[config.mk]
export PLATFORM = sky130hd
export DESIGN_NAME = spi_armed_slave
export DESIGN_NICKNAME = d
export VERILOG_FILES = /design/src/rtl/spi_armed_slave.sv
export SDC_FILE = /design/constraint.sdc
export NUM_CORES = 1
export LEC_CHECK = 0
export ABC_CLOCK_PERIOD_IN_PS = 3580
export BUFFER_PORTS_ARGS = -buffer_cell sky130_fd_sc_hd__buf_2
export CORE_UTILIZATION = 51
export CTS_CLUSTER_DIAMETER = 150
export CTS_CLUSTER_SIZE = 14
export DETAILED_ROUTE_END_ITERATION = 8
export MAX_ROUTING_LAYER = met4
export PLACE_DENSITY_LB_ADDON = 0.3
export SETUP_SLACK_MARGIN = 0.15
export SYNTH_ARGS = -nofsm -noshare
export SYNTH_HDL_FRONTEND = slang
export SYNTH_SLANG_ARGS = --single-unit
[constraint.sdc]
create_clock -name clk -period 3.58 [get_ports clk]
set_clock_uncertainty 0.1 [all_clocks]
set_input_delay 0.179 -clock clk [delete_from_list [all_inputs] [get_ports clk]]
set_output_delay 0.179 -clock clk [all_outputs]
set_load 0.05 [all_outputs]
[src/rtl/spi_armed_slave.sv]
module spi_armed_slave #(
  parameter int DEPTH = 64,
  localparam int AW = $clog2(DEPTH),
  localparam int LW = AW + 4
) (
  input  logic          clk,
  input  logic          rst_n,
  input  logic          spi_sclk,
  input  logic          spi_cs_n,
  input  logic          spi_mosi,
  output logic          spi_miso,
  output logic          ready,
  input  logic          arm,
  input  logic [1:0]    mode,
  input  logic [LW-1:0] cfg_len,
  input  logic          tx_we,
  input  logic [AW-1:0] tx_addr,
  input  logic [7:0]    tx_wdata,
  input  logic [AW-1:0] rx_addr,
  output logic [7:0]    rx_rdata,
  output logic          done,
  output logic [LW-1:0] xfer_bits
);
  localparam logic [LW-1:0] MAXBITS = LW'(DEPTH * 8);

  logic [7:0] txmem [DEPTH];
  logic [7:0] rxmem [DEPTH];

  logic sclk_m, sclk_s, sclk_p;
  logic cs_m, cs_s, cs_p;
  logic mosi_m, mosi_s;

  logic          armed, active, cpol_q, cpha_q;
  logic [LW-1:0] len_q, bitcnt, ptr;
  logic [6:0]    rx_sh;

  wire sclk_chg = sclk_s ^ sclk_p;
  wire lead     = sclk_chg & (sclk_s != cpol_q);
  wire trail    = sclk_chg & (sclk_s == cpol_q);
  wire samp     = cpha_q ? trail : lead;
  wire launch   = cpha_q ? lead : trail;
  wire cs_fall  = cs_p & ~cs_s;
  wire cs_rise  = ~cs_p & cs_s;
  wire take     = active & ~cs_rise & samp & (bitcnt < len_q);
  wire [2:0] tx_bit = 3'd7 - ptr[2:0];

  assign ready    = armed;
  assign rx_rdata = rxmem[rx_addr];
  assign spi_miso = active & (ptr < len_q) & txmem[ptr[AW+2:3]][tx_bit];

  always_ff @(posedge clk or negedge rst_n) begin
    if (!rst_n) begin
      {sclk_m, sclk_s, sclk_p} <= '0;
      {cs_m, cs_s, cs_p} <= '1;
      {mosi_m, mosi_s} <= '0;
    end else begin
      {sclk_m, sclk_s, sclk_p} <= {spi_sclk, sclk_m, sclk_s};
      {cs_m, cs_s, cs_p} <= {spi_cs_n, cs_m, cs_s};
      {mosi_m, mosi_s} <= {spi_mosi, mosi_m};
    end
  end

  always_ff @(posedge clk or negedge rst_n) begin
    if (!rst_n) begin
      armed <= 1'b0;
      active <= 1'b0;
      cpol_q <= 1'b0;
      cpha_q <= 1'b0;
      len_q <= '0;
      bitcnt <= '0;
      ptr <= '0;
      rx_sh <= '0;
      done <= 1'b0;
      xfer_bits <= '0;
    end else begin
      done <= 1'b0;
      if (!armed) begin
        if (arm && cs_s) begin
          armed <= 1'b1;
          {cpol_q, cpha_q} <= mode;
          len_q <= (cfg_len > MAXBITS) ? MAXBITS : cfg_len;
        end
      end else if (!active) begin
        if (cs_fall) begin
          active <= 1'b1;
          bitcnt <= '0;
          ptr <= '0;
        end
      end else if (cs_rise) begin
        done <= 1'b1;
        xfer_bits <= bitcnt;
        armed <= 1'b0;
        active <= 1'b0;
      end else begin
        if (take) begin
          rx_sh <= {rx_sh[5:0], mosi_s};
          bitcnt <= bitcnt + 1'b1;
        end
        if (launch) ptr <= bitcnt;
      end
    end
  end

  always_ff @(posedge clk) begin
    if (tx_we) txmem[tx_addr] <= tx_wdata;
    if (take && bitcnt[2:0] == 3'd7) rxmem[bitcnt[AW+2:3]] <= {rx_sh, mosi_s};
  end

  assert_reset_idle_R1: assert property (@(posedge clk) disable iff (!rst_n)
    !armed |-> !spi_miso);

  assert_arm_ready_R2: assert property (@(posedge clk) disable iff (!rst_n)
    (!armed && arm && cs_s) |=> ready);

  assert_cnt_cap_R6: assert property (@(posedge clk) disable iff (!rst_n)
    active |-> bitcnt <= len_q);

  assert_len_cap_R6: assert property (@(posedge clk) disable iff (!rst_n)
    done |-> xfer_bits <= len_q);

  assert_done_pulse_R8: assert property (@(posedge clk) disable iff (!rst_n)
    done |=> !done);

  assert_ready_drop_R8: assert property (@(posedge clk) disable iff (!rst_n)
    done |-> !ready);

  assert_idle_miso_R9: assert property (@(posedge clk) disable iff (!rst_n)
    !active |-> !spi_miso);
endmodule

# [After elaboration in Yosys (flattened, before gate mapping)]
# Memories as Yosys holds them, arrays and structs flattened.
# Cells that the tools add are included.
[word_totals] ram_bits=1024 output_inout_bits=21 wordCells=79 inputBits=39 mem_bits_ro=0 mem_count=2 latch_bits=0 regBits=60
[memory_table] name="rxmem" words=64 word_bits=8 read_ports=1 rd_clocked_by_memory_dff=0 write_ports=1 line_no="27" rtl="logic [7:0] rxmem [DEPTH];"
[memory_table] name="txmem" words=64 word_bits=8 read_ports=1 rd_clocked_by_memory_dff=0 write_ports=1 line_no="26" rtl="logic [7:0] txmem [DEPTH];"
[classes] n_lt_le_gt_ge=4 reduce_logical=8 n_div=0 n_eq_ne=6 bitwise=14 mux=25 n_mul=0 addsub=2 shift=0
[ops] cell="$mux 10" count=8
[ops] cell="$lt 10x10->1" count=2
[ops] cell="$mux 1" count=16
[ops] cell="$reduce_and 4->1" count=3
[ops] cell="$add 10x1->10 const B" count=1
[ops] cell="$gt 10x10->1 const B" count=1
[ops] cell="$and 1x1->1" count=9
[ops] cell="$lt 3x4->1 const B" count=1
[ops] cell="$ne 2x1->1 const B" count=2
[ops] cell="$not 1->1" count=4
[ops] cell="$bmux 1 s3" count=1
[ops] cell="$eq 3x3->1 const B" count=1
[ops] cell="$reduce_and 3->1" count=1
[ops] cell="$sub 3x3->3 const A" count=1
[ops] cell="$logic_and 1x1->1" count=2
[ops] cell="$ne 2x2->1 const B" count=1
[ops] cell="$reduce_and 2->1" count=1
[ops] cell="$reduce_bool 2->1" count=1
[ops] cell="$eq 1x1->1" count=1
[ops] cell="$ne 1x1->1" count=1
[ops] cell="$xor 1x1->1" count=1

# [Depth between registers and ports, before layout]
# Gate-level depths: netlist (run 1).
[logic_depth] ltp_word=9 mapped_depth=12 mapped_depth_nobuf=9

# [Worst setup path before layout (run 1)]
# OpenSTA, ideal clock, no wires.
[synth_timing] path_type="register -> output" startpoint="register ptr[3]" endpoint="output port spi_miso" t_required_ps=3301 t_arrival_ps=3063 n_path_buf=5 slack_ps=238 path_stages_with_launch=12 cell_sequence="dfrtp_1 > buf_6 > buf_12 > buf_6 > buf_4 > buf_2 > or3_1 > nand4_1 > nand4_1 > nor3_1 > a22oi_1 > a2111oi_2"
[synth_between] elab_chain_len=4 word_cells_on_any_way=6 classes_between="order compare (1); mux (2); bitwise (2); memory (1)"
[synth_rtl] element="start: declaration" line_no="34" rtl="logic [LW-1:0] len_q, bitcnt, ptr;"
[synth_rtl] element="start signal: assignment" line_no="99" rtl="if (launch) ptr <= bitcnt;"
[synth_rtl] element="$mem_v2 64x8"
[synth_rtl] element="$bmux 1 s3" line_no="49" rtl="assign spi_miso = active & (ptr < len_q) & txmem[ptr[AW+2:3]][tx_bit];"
[synth_rtl] element="$mux 1 (implied by the code)" line_no="49"
[synth_rtl] element="$and 1x1->1 (*)" line_no="49"
[synth_rtl] element="end: declaration" line_no="11" rtl="output logic spi_miso,"
# Mark *: on every way between the ends. The rest lies on a longest branch, timed or not. The select of a mux whose other input is x is not followed.

# [Worst setup path after layout (run 1)]
# Ends and elaborated chain as after synthesis.

==> flow_metrics.py, run 1 <==
metrics = {
    "power_and_ir_drop": {
        "p_per_area_nw_per_um2": 532.7,
        "p_int_w": 0.01974,
        "p_comb_frac": 0.075,
        "switchingPower_w": 0.006051,
        "ir_drop_mv": 0.4925,
        "pwr-share-seq": 0.590,
        "clkPwrFrac": 0.335,
        "p_leak_nw": 15.55,
        "swShare": 0.2346,
    },
    "floorplan": {
        "die_h_um": 291.6,
        "die_width_um": 291.6,
        "ios": 60,
        "dieArea_um2": 85030,
        "num_rows": 105,
        "core_um2": 82500,
        "start_util": 0.5184,
    },
    "sta": {
        "worst_slack_ns": -0.3931,
        "holdWs_ns": 0.02357,
        "timing.final.hold_violations": 0,
        "worst_slew_pin_slew_ns": 1.262,
        "rsz0062_at_grt": "yes",
        "drv_slew": 0,
        "fmax_ghz": 0.2517,
        "max_slew_margin": 0.1585,
        "setup_violations": 1,
        "tns_ns": -0.3931,
        "final.period_utilization": 1.110,
        "period_minus_slack_ns": 3.973,
    },
    "critical_path": {
        "arrival_ns": 3.69,
        "crit_fanout": 7,
        "cpPeakStageDelay_ns": 0.57,
        "worst-r2r-setup-slack_ns": 0.35,
        "critical_path.slowest_cell": "mux4_2",
        "path_class": "flop to primary output",
        "crit_required_ns": 3.30,
        "path_cells": "buf_12 > buf_16 > mux4_2 > mux4_2 > a2111oi_4 > nand3_1 > a22oi_2 > buf_4 > a2111oi_4 > buf_6",
        "cpLargestDelayFamily": "multiplexers",
        "start_kind": "flop",
        "critPathBufInv": 4,
        "crit_path_end_kind": "primary output",
    },
    "drt": {
        "antenna_left": 0,
        "drt_drc_violations_left": 0,
        "first_pass_iters": 5,
        "drtIter0Drc": 2290,
        "routed_wl_um": 95930,
        "vias": 21320,
        "wl_per_cell_um": 28.25,
        "viasPerCell": 6.279,
    },
    "clocking": {
        "cts_made_buffers": 87,
        "h-tree-depth": 3,
        "clkSinkCount": 1084,
        "cts_tree": "done",
        "cts_root_buffer": "clkbuf_16",
        "clk_latency_ns": 0.66,
        "cts_buffer_depth": 3,
        "clk_pin_slew_worst_paths_ns": 0.07,
    },
    "yosys": {
        "ys_types": 58,
        "ys_seq_area_frac": 0.7541,
        "async_flop_share": 0.05535,
        "synth_top_area_cell": "edfxtp_1",
        "syn-cell-area_um2": 42770,
        "synth-edff-count": 1024,
        "synthFlopType": "edfxtp_1",
        "synth_area_leaders": "edfxtp_1 72%, mux4_2 14%, dfrtp_1 3.3%, mux4_1 1.6%, nor2_1 1.2%",
        "synth_seq_cells": 1084,
        "avgSynthCellArea_um2": 20.86,
        "synth.top_cell.area_share": 0.7189,
        "mappedNetlistNets": 2109,
        "syn_inst": 2050,
        "synth_warnings": 0,
    },
    "global_route": {
        "grt_use_total": 0.2369,
        "antenna_found_initial": 0,
        "grt_pass1_wl_um": 143800,
        "grt.overflow.total": 0,
        "grt_pass1_vias": 21670,
        "grt_max_degree": 67,
    },
    "layout": {
        "area.growth.synth_to_final_pct": 13.19,
        "n_fill_cell": 5818,
        "postLayoutCoreUtil": 0.5868,
        "final_nets": 2365,
        "diodes": 0,
        "drive_above_1_share": 0.2889,
    },
    "flow_run": {
        "drv_cap": 0,
    },
    "run_status": {
        "status": "finished, violations left",
        "violations": "setup timing",
    },
    "worst_hold_path": {
        "hp-class": "input pin to flop",
    },
    "placement": {
        "place_congestion": 0.8641,
        "dp_hpwl_um": 60300,
        "portBuffers": 59,
        "dp_slack_ns": -0.1533,
    },
}
==> power groups by stage <==
stage	combinational, W	clock [W]	sequential (W)
6_report	0.00195	0.00864	0.0152
5_1_grt	0.00210	0.00921	0.0152
4_1_cts	0.00196	0.00877	0.0152
3_5_place_dp	0.00181	0	0.0155
3_3_place_gp	0.00176	0	0.0154
2_1_floorplan	0.000997	0	0.0153
==> stage by stage <==
step / power (W) / std cells / cell area [um2]
floorplan: 0.01628 / 2050 / 42770
global placement: 0.01719 / 3233 / 45240
detailed placement: 0.01728 / 3233 / 45240
CTS: 0.02593 / 3392 / 48380
global route: 0.02655 / 3396 / 48410
finish: 0.02579 / 3396 / 48410
==> synthesized netlist by cell type, drive strengths merged (20+ instances only) <==
cell type	n
dfrtp	57
nand2	115
o21ai	26
buf	53
edfxtp	1024
a22oi	23
mux4	298
ha	20
nor2	140
clkbuf	50
a21oi	31
nand3	30
==> layout make-up <==
cell class / instances / area (um2) / share of cell area
Clock buffer: 101 / 2230 / 0.04605
Sequential cell: 1084 / 32270 / 0.6666
Timing Repair Buffer: 270 / 2374 / 0.04903
Multi-Input combinational cell: 848 / 9997 / 0.2065
Clock inverter: 8 / 145.1 / 0.002998
Inverter: 15 / 56.30 / 0.001163
Tap cell: 1070 / 1339 / 0.02765
==> routing by layer <==
| metal | GRT usage | share of wire |
|---|---|---|
| met1 | 0.3314 | 0.41 |
| met2 | 0.3681 | 0.49 |
| met3 | 0.03707 | 0.079 |
| met4 | 0.06239 | 0.024 |
| met5 | - | 0 |
==> flip-flops by register name, indices dropped and copies added, names as in the netlist <==
register	cells
bitcnt	10
mosi_s	1
txmem	512
cs_m	1
xfer_bits	10
sclk_s	1
cpha_q	1
ptr	10
sclk_m	1
rx_sh	7
active	1
len_q	10
done	1
sclk_p	1
mosi_m	1
cs_s	1
rxmem	512
cs_p	1
ready	1
cpol_q	1
==> repair_timing <==
item                       CTS  global route
hold endpoints to repair    79             0
hold buffers                27             0
cloned                       6             0
buffers inserted            17             4
setup endpoints to repair    1             1
pin swaps                   14             4
gates resized for setup     48            10
==> logic make-up (layout without fill, tap and decap cells) <==
logic type | after synthesis | after routing | synth area share
simple gates | 379 | 379 | 0.03996
fa+ha+maj | 20 | 20 | 0.005851
flops | 1084 | 1084 | 0.7541
mux | 327 | 327 | 0.1663
compound gates | 120 | 120 | 0.01828
xor+xnor | 2 | 2 | 0.0004096
buf+inv | 118 | 394 | 0.01509
==> final timing paths <==
kind                                  start           end  depth (start not counted)
worst max register to register    bitcnt[1]  rxmem[57][4]                         10
max in group asynchronous             rst_n          cs_m                          3
worst min register to register       mosi_m        mosi_s                          0
worst max-delay path                 ptr[3]      spi_miso                         10
worst min-delay path            tx_wdata[3]  txmem[15][3]                          1
min in group asynchronous             rst_n     bitcnt[9]                          2
==> cells in the final DEF (no fill, tap or decap), types with 23 or more instances in the layout <==
cell type,n
edfxtp_1,1024
dfrtp_1,47
dlygate4sd3_1,27
mux4_2,281
nand2_1,115
buf_2,56
clkbuf_16,87
nand3_1,30
a21oi_1,27
buf_4,156
nor2_1,140
o21ai_0,23
No activity file was read; power rests on OpenSTA's default activity.
==> run 2, diff against run 1 <==
--- a/config.mk
+++ b/config.mk
@@ -7,6 +7,8 @@
 export LEC_CHECK = 0
 export ABC_CLOCK_PERIOD_IN_PS = 3580
 export BUFFER_PORTS_ARGS = -buffer_cell sky130_fd_sc_hd__buf_2
+export CELL_PAD_IN_SITES_DETAIL_PLACEMENT = 1
+export CELL_PAD_IN_SITES_GLOBAL_PLACEMENT = 1
 export CORE_UTILIZATION = 51
 export CTS_CLUSTER_DIAMETER = 150
 export CTS_CLUSTER_SIZE = 14
==> run 2 against run 1 <==
Compared with the run above: the flow still finishes with violations (setup timing); via count rose by 1.0%; register-to-register slack barely moved; fmax fell by 2.6%; global-route usage rose by 2.4 points; critical path depth rose by 4; die area did not move; sequential cell count did not move; routed wire length rose by 10%; worst setup slack got worse by 0.11 ns; non-clock buffer count fell by 10; worst hold slack improved by 0.037 ns; critical path type unchanged; critical endpoint unchanged.
==> flow_metrics.py, run 2 (synthesis results as in run 1) <==
metrics = {
    "sta": {
        "worst_slew_pin_slew_ns": 1.317,
        "drv_slew": 0,
        "period_minus_slack_ns": 4.080,
        "worst_slack_ns": -0.4995,
        "rsz0062_at_grt": "yes",
        "timing.final.hold_violations": 0,
        "fmax_ghz": 0.2451,
        "setup_violations": 1,
        "tns_ns": -0.4995,
        "max_slew_margin": 0.1220,
        "final.period_utilization": 1.140,
    },
    "placement": {
        "dp_hpwl_um": 65870,
        "portBuffers": 59,
        "dpl.cell_count": 3221,
        "place_congestion": 0.8688,
    },
    "global_route": {
        "antenna_found_initial": 0,
        "gr-usage-met1": 0.3608,
        "grt_pass1_vias": 22570,
        "grt-busiest-layer": "met2",
        "grt_pass1_wl_um": 156000,
        "use_met2": 0.4127,
        "grt_max_degree": 67,
        "grtUsageMet3": 0.03471,
        "grt.overflow.total": 0,
        "grt_use_total": 0.2604,
    },
    "drt": {
        "vias": 21540,
        "antenna_left": 0,
        "first_pass_iters": 5,
        "viasPerCell": 6.361,
        "drt_drc_violations_left": 0,
        "drtIter0Drc": 2613,
        "routed_wl_um": 105900,
        "wl_per_cell_um": 31.26,
    },
    "worst_hold_path": {
        "hp-class": "input pin to async pin",
    },
    "layout": {
        "multi_input_area_um2": 10060,
        "final_common_cell": "edfxtp_1",
        "drive_above_1_share": 0.2858,
        "n_fill_cell": 6949,
        "diodes": 0,
        "area.growth.synth_to_final_pct": 13.18,
        "final_cell_mix": "1024 x edfxtp_1, 277 x mux4_2, 143 x buf_4, 140 x nor2_1, 115 x nand2_1",
        "layoutNonFillerInstCount": 3386,
        "final_nets": 2355,
        "seqCellArea_um2": 32270,
    },
    "critical_path": {
        "cpLargestDelayFamily": "buffers and inverters",
        "start_kind": "flop",
        "arrival_ns": 3.80,
        "path_cells": "buf_12 > buf_12 > buf_16 > mux4_2 > mux2i_1 > a221o_1 > a21oi_2 > a2111oi_4 > buf_4 > nor3_4 > a22oi_2 > buf_4 > a2111oi_4 > buf_6",
        "path_class": "flop to primary output",
        "crit_required_ns": 3.30,
        "critical_path.slowest_cell": "dfrtp_4",
        "cpPeakStageDelay_ns": 0.49,
        "critPathBufInv": 6,
        "worst-r2r-setup-slack_ns": 0.36,
        "crit_fanout": 9,
        "crit_path_end_kind": "primary output",
    },
    "flow_run": {
        "drv_cap": 0,
    },
    "power_and_ir_drop": {
        "power_w": 0.02595,
        "ir_drop_mv": 0.4522,
        "p_per_area_nw_per_um2": 536.0,
        "p_leak_nw": 15.53,
    },
    "run_status": {
        "status": "finished, violations left",
        "violations": "setup timing",
    },
    "floorplan": {
        "ios": 60,
        "die_width_um": 291.6,
        "die_h_um": 291.6,
        "num_rows": 105,
        "core_um2": 82500,
        "dieArea_um2": 85030,
        "start_util": 0.5184,
    },
    "clocking": {
        "h-tree-depth": 3,
        "cts_buffer_depth": 3,
        "clk_latency_ns": 0.67,
        "cts_made_buffers": 87,
        "clkSinkCount": 1084,
        "cts_tree": "done",
        "cts_root_buffer": "clkbuf_16",
        "clk_pin_slew_worst_paths_ns": 0.07,
    },
}
==> run 2: worst paths after layout <==
check                                 from            to  cells after the start
worst max-delay path                ptr[3]      spi_miso                     14
worst min-delay path                 rst_n      len_q[4]                      2
worst max register to register   bitcnt[1]  rxmem[50][4]                     10
worst min register to register      sclk_m        sclk_s                      0
max in group asynchronous            rst_n        mosi_s                      3
min in group clk                tx_addr[0]  txmem[32][4]                      3
==> run 2: through the flow <==
stage	util	instance area (um2)	worst slack [ns]	hold slack (ns)
floorplan	-	42770	0.2383	-0.2166
global placement	0.5472	45150	-0.4315	0.1841
detailed placement	0.5472	45150	-0.4876	0.1856
CTS	0.5854	48300	-0.4763	0.01584
global route	0.5867	48410	-0.6126	0.07188
finish	0.5867	48410	-0.4995	0.06011
==> run 2: layout make-up <==
cell class,instances,share of cell area
inverter,15,0.001163
tap,1070,0.02766
sequential,1084,0.6667
timing repair buffer,260,0.04748
clock buffer,102,0.04614
clock inverter,7,0.003050
multi-input combinational,848,0.2078
==> run 2: power by group <==
part,total [W],internal (W),switching [W]
combinational,0.00206,0.000767,0.00129
sequential,0.0152,0.0146,0.000609
clock,0.00871,0.00442,0.00428
==> run 2: worst register-to-register path: cells and delay by family, from the launching register on <==
family          cells  cell delay [ns]
compound gates      3             0.48
buf+inv             2             0.47
flops               1             0.48
fa+ha+maj           1             0.32
simple gates        4             1.05
==> run 2: timing repair <==
item / CTS / global route
hold buffers: 30 / 0
hold endpoints to repair: 104 / 0
pin swaps: 9 / 3
setup buffers: 20 / 0
resized for setup: 41 / 17
gates cloned: 4 / 2
setup endpoints to repair: 3 / 9
==> run 2: layer usage <==
layer | vias up | part of all wire
met2 | 872 | 0.50
met1 | 11590 | 0.41
li1 | 8900 | -
met5 | - | 0
met4 | 0 | 0.027
met3 | 182 | 0.064
==> run 3, diff against run 2 <==
--- a/config.mk
+++ b/config.mk
@@ -5,11 +5,11 @@
 export SDC_FILE = /design/constraint.sdc
 export NUM_CORES = 1
 export LEC_CHECK = 0
-export ABC_CLOCK_PERIOD_IN_PS = 3580
+export ABC_CLOCK_PERIOD_IN_PS = 3700
 export BUFFER_PORTS_ARGS = -buffer_cell sky130_fd_sc_hd__buf_2
 export CELL_PAD_IN_SITES_DETAIL_PLACEMENT = 1
 export CELL_PAD_IN_SITES_GLOBAL_PLACEMENT = 1
-export CORE_UTILIZATION = 51
+export CORE_UTILIZATION = 50
 export CTS_CLUSTER_DIAMETER = 150
 export CTS_CLUSTER_SIZE = 14
 export DETAILED_ROUTE_END_ITERATION = 8
==> constraint.sdc (replaced) <==
create_clock -name clk -period 3.7 [get_ports clk]
set_clock_uncertainty 0.1 [all_clocks]
set_input_delay 0.185 -clock clk [delete_from_list [all_inputs] [get_ports clk]]
set_output_delay 0.185 -clock clk [all_outputs]
set_load 0.05 [all_outputs]
==> run 3 against run 2 <==
Compared with the run above: the flow still finishes with violations (setup timing); critical path depth fell by 2; utilization fell by 1.0 points; sequential power fell by 3%; die area rose by 2.0%; combinational power fell by 3%; count of clock-buffer cells in the layout rose by 3; worst setup slack improved by 0.17 ns; via count rose by 0.70%; highest routed layer unchanged.
==> flow_metrics.py, run 3 (synthesis results as in run 1) <==
metrics = {
    "drt": {
        "drtIter0Drc": 2534,
        "routed_wl_um": 106700,
        "first_pass_iters": 7,
        "vias": 21690,
        "drt_drc_violations_left": 0,
        "antenna_left": 0,
        "wl_per_cell_um": 30.87,
        "viasPerCell": 6.278,
    },
    "layout": {
        "final_cell_mix": "1024 x edfxtp_1, 279 x mux4_2, 140 x buf_4, 138 x nor2_1, 115 x nand2_1",
        "layoutNonFillerInstCount": 3455,
        "drive_above_1_share": 0.2861,
        "area.growth.synth_to_final_pct": 13.49,
        "diodes": 0,
        "final_common_cell": "edfxtp_1",
        "postLayoutCoreUtil": 0.5764,
        "final_nets": 2358,
    },
    "global_route": {
        "grt_pass1_wl_um": 156400,
        "grt_use_total": 0.2584,
        "grt.overflow.total": 0,
        "antenna_found_initial": 0,
        "grt_max_degree": 67,
        "grt_pass1_vias": 22540,
    },
    "flow_run": {
        "drv_cap": 0,
    },
    "placement": {
        "place_congestion": 0.8643,
        "dpl.cell_count": 3292,
        "dp_hpwl_um": 66860,
        "portBuffers": 59,
    },
    "critical_path": {
        "path_cells": "buf_12 > buf_12 > buf_16 > buf_6 > mux4_2 > mux4_2 > mux2i_1 > o211ai_1 > a22oi_2 > buf_4 > a2111oi_4 > buf_6",
        "crit_fanout": 7,
        "critPathBufInv": 6,
        "arrival_ns": 3.74,
        "path_class": "flop to primary output",
        "cpPeakStageDelay_ns": 0.56,
        "start_kind": "flop",
        "crit_required_ns": 3.41,
        "critical_path.slowest_cell": "mux4_2",
        "crit_path_end_kind": "primary output",
        "cpLargestDelayFamily": "multiplexers",
    },
    "power_and_ir_drop": {
        "ir_drop_mv": 0.4335,
        "p_leak_nw": 15.55,
        "p_per_area_nw_per_um2": 520.2,
        "power_w": 0.02525,
    },
    "sta": {
        "max_slew_margin": 0.1276,
        "final.period_utilization": 1.089,
        "setup_violations": 1,
        "rsz0062_at_grt": "yes",
        "timing.final.hold_violations": 0,
        "drv_slew": 0,
        "period_minus_slack_ns": 4.029,
        "fmax_ghz": 0.2482,
        "worst_slack_ns": -0.3293,
        "tns_ns": -0.3293,
        "holdWs_ns": 0.06934,
        "worst_slew_pin_slew_ns": 1.309,
    },
    "worst_hold_path": {
        "hp-class": "input pin to async pin",
    },
    "clocking": {
        "cts_buffer_depth": 3,
        "cts_root_buffer": "clkbuf_16",
        "clk_latency_ns": 0.67,
        "clk_pin_slew_worst_paths_ns": 0.07,
        "cts_tree": "done",
        "clkSinkCount": 1084,
        "cts_made_buffers": 87,
        "h-tree-depth": 3,
    },
    "run_status": {
        "status": "finished, violations left",
        "violations": "setup timing",
    },
    "floorplan": {
        "die_h_um": 294.5,
        "dieArea_um2": 86720,
        "core_um2": 84220,
        "die_width_um": 294.5,
        "num_rows": 106,
        "ios": 60,
        "start_util": 0.5079,
    },
}
-- run 3: per-layer routing --
metal | global-route usage | vias up | wire [um]
li1 | - | 8906 | -
met1 | 0.3662 | 11720 | 44960
met2 | 0.4042 | 926 | 52340
met3 | 0.03454 | 142 | 7181
met4 | 0.05945 | 0 | 2182
met5 | - | - | 0
-- run 3: what timing repair did --
| item | in CTS | in global routing |
|---|---|---|
| gates cloned | 3 | 0 |
| endpoints found under the hold margin | 76 | 0 |
| pin swaps | 16 | 6 |
| buffers inserted | 16 | 3 |
| resized for setup | 55 | 8 |
| endpoints found under the setup margin | 1 | 10 |
| hold buffers | 30 | 0 |
-- run 3: cell type report --
class,instances,area [um2]
fill,7115,35680
sequential,1084,32270
multi-input combinational,848,10050
timing repair buffer,263,2328
clock buffer,105,2287
tap,1134,1419
clock inverter,6,128.9
inverter,15,56.30
-- run 3: path summary, 6_finish.rpt --
path | endpoint | from | slack, ns | depth (start not counted)
setup / recovery | spi_miso | ptr[3] | -0.33 | 12
hold / removal | xfer_bits[1] | rst_n | 0.07 | 2
setup reg to reg | rxmem[55][0] | bitcnt[1] | 0.37 | 10
hold reg to reg | mosi_s | mosi_m | 0.26 | 0
max in group asynchronous | cs_m | rst_n | 2.50 | 3
min in group clk | sclk_m | spi_sclk | 0.07 | 2
-- run 3: worst reg2reg max path, cell delays in order, from the launching register on --
cell and delay, ns:
dfrtp_1 0.52, ha_1 0.30, a21o_1 0.16, a21o_1 0.17
a21oi_1 0.16, nor3_1 0.13, nor4_1 0.31, buf_4 0.23
nand3_1 0.30, nor2_1 0.44, buf_4 0.22
-- run 3: power breakdown --
| group | internal (W) | leakage [nW] | switching (W) |
|---|---|---|---|
| registers | 0.0141 | 10.1 | 0.000603 |
| clock network | 0.00437 | 1.17 | 0.00418 |
| logic | 0.000734 | 4.24 | 0.00127 |
| total | 0.0192 | 15.6 | 0.00605 |
-- run 3: metrics by stage --
| stage | cell area [um2] | worst slack (ns) |
|---|---|---|
| after floorplan | 42770 | 0.3523 |
| after global placement | 45320 | -0.06720 |
| after detailed placement | 45320 | -0.2843 |
| after CTS | 48500 | -0.4011 |
| after global routing | 48540 | -0.4328 |
| final | 48540 | -0.3293 |
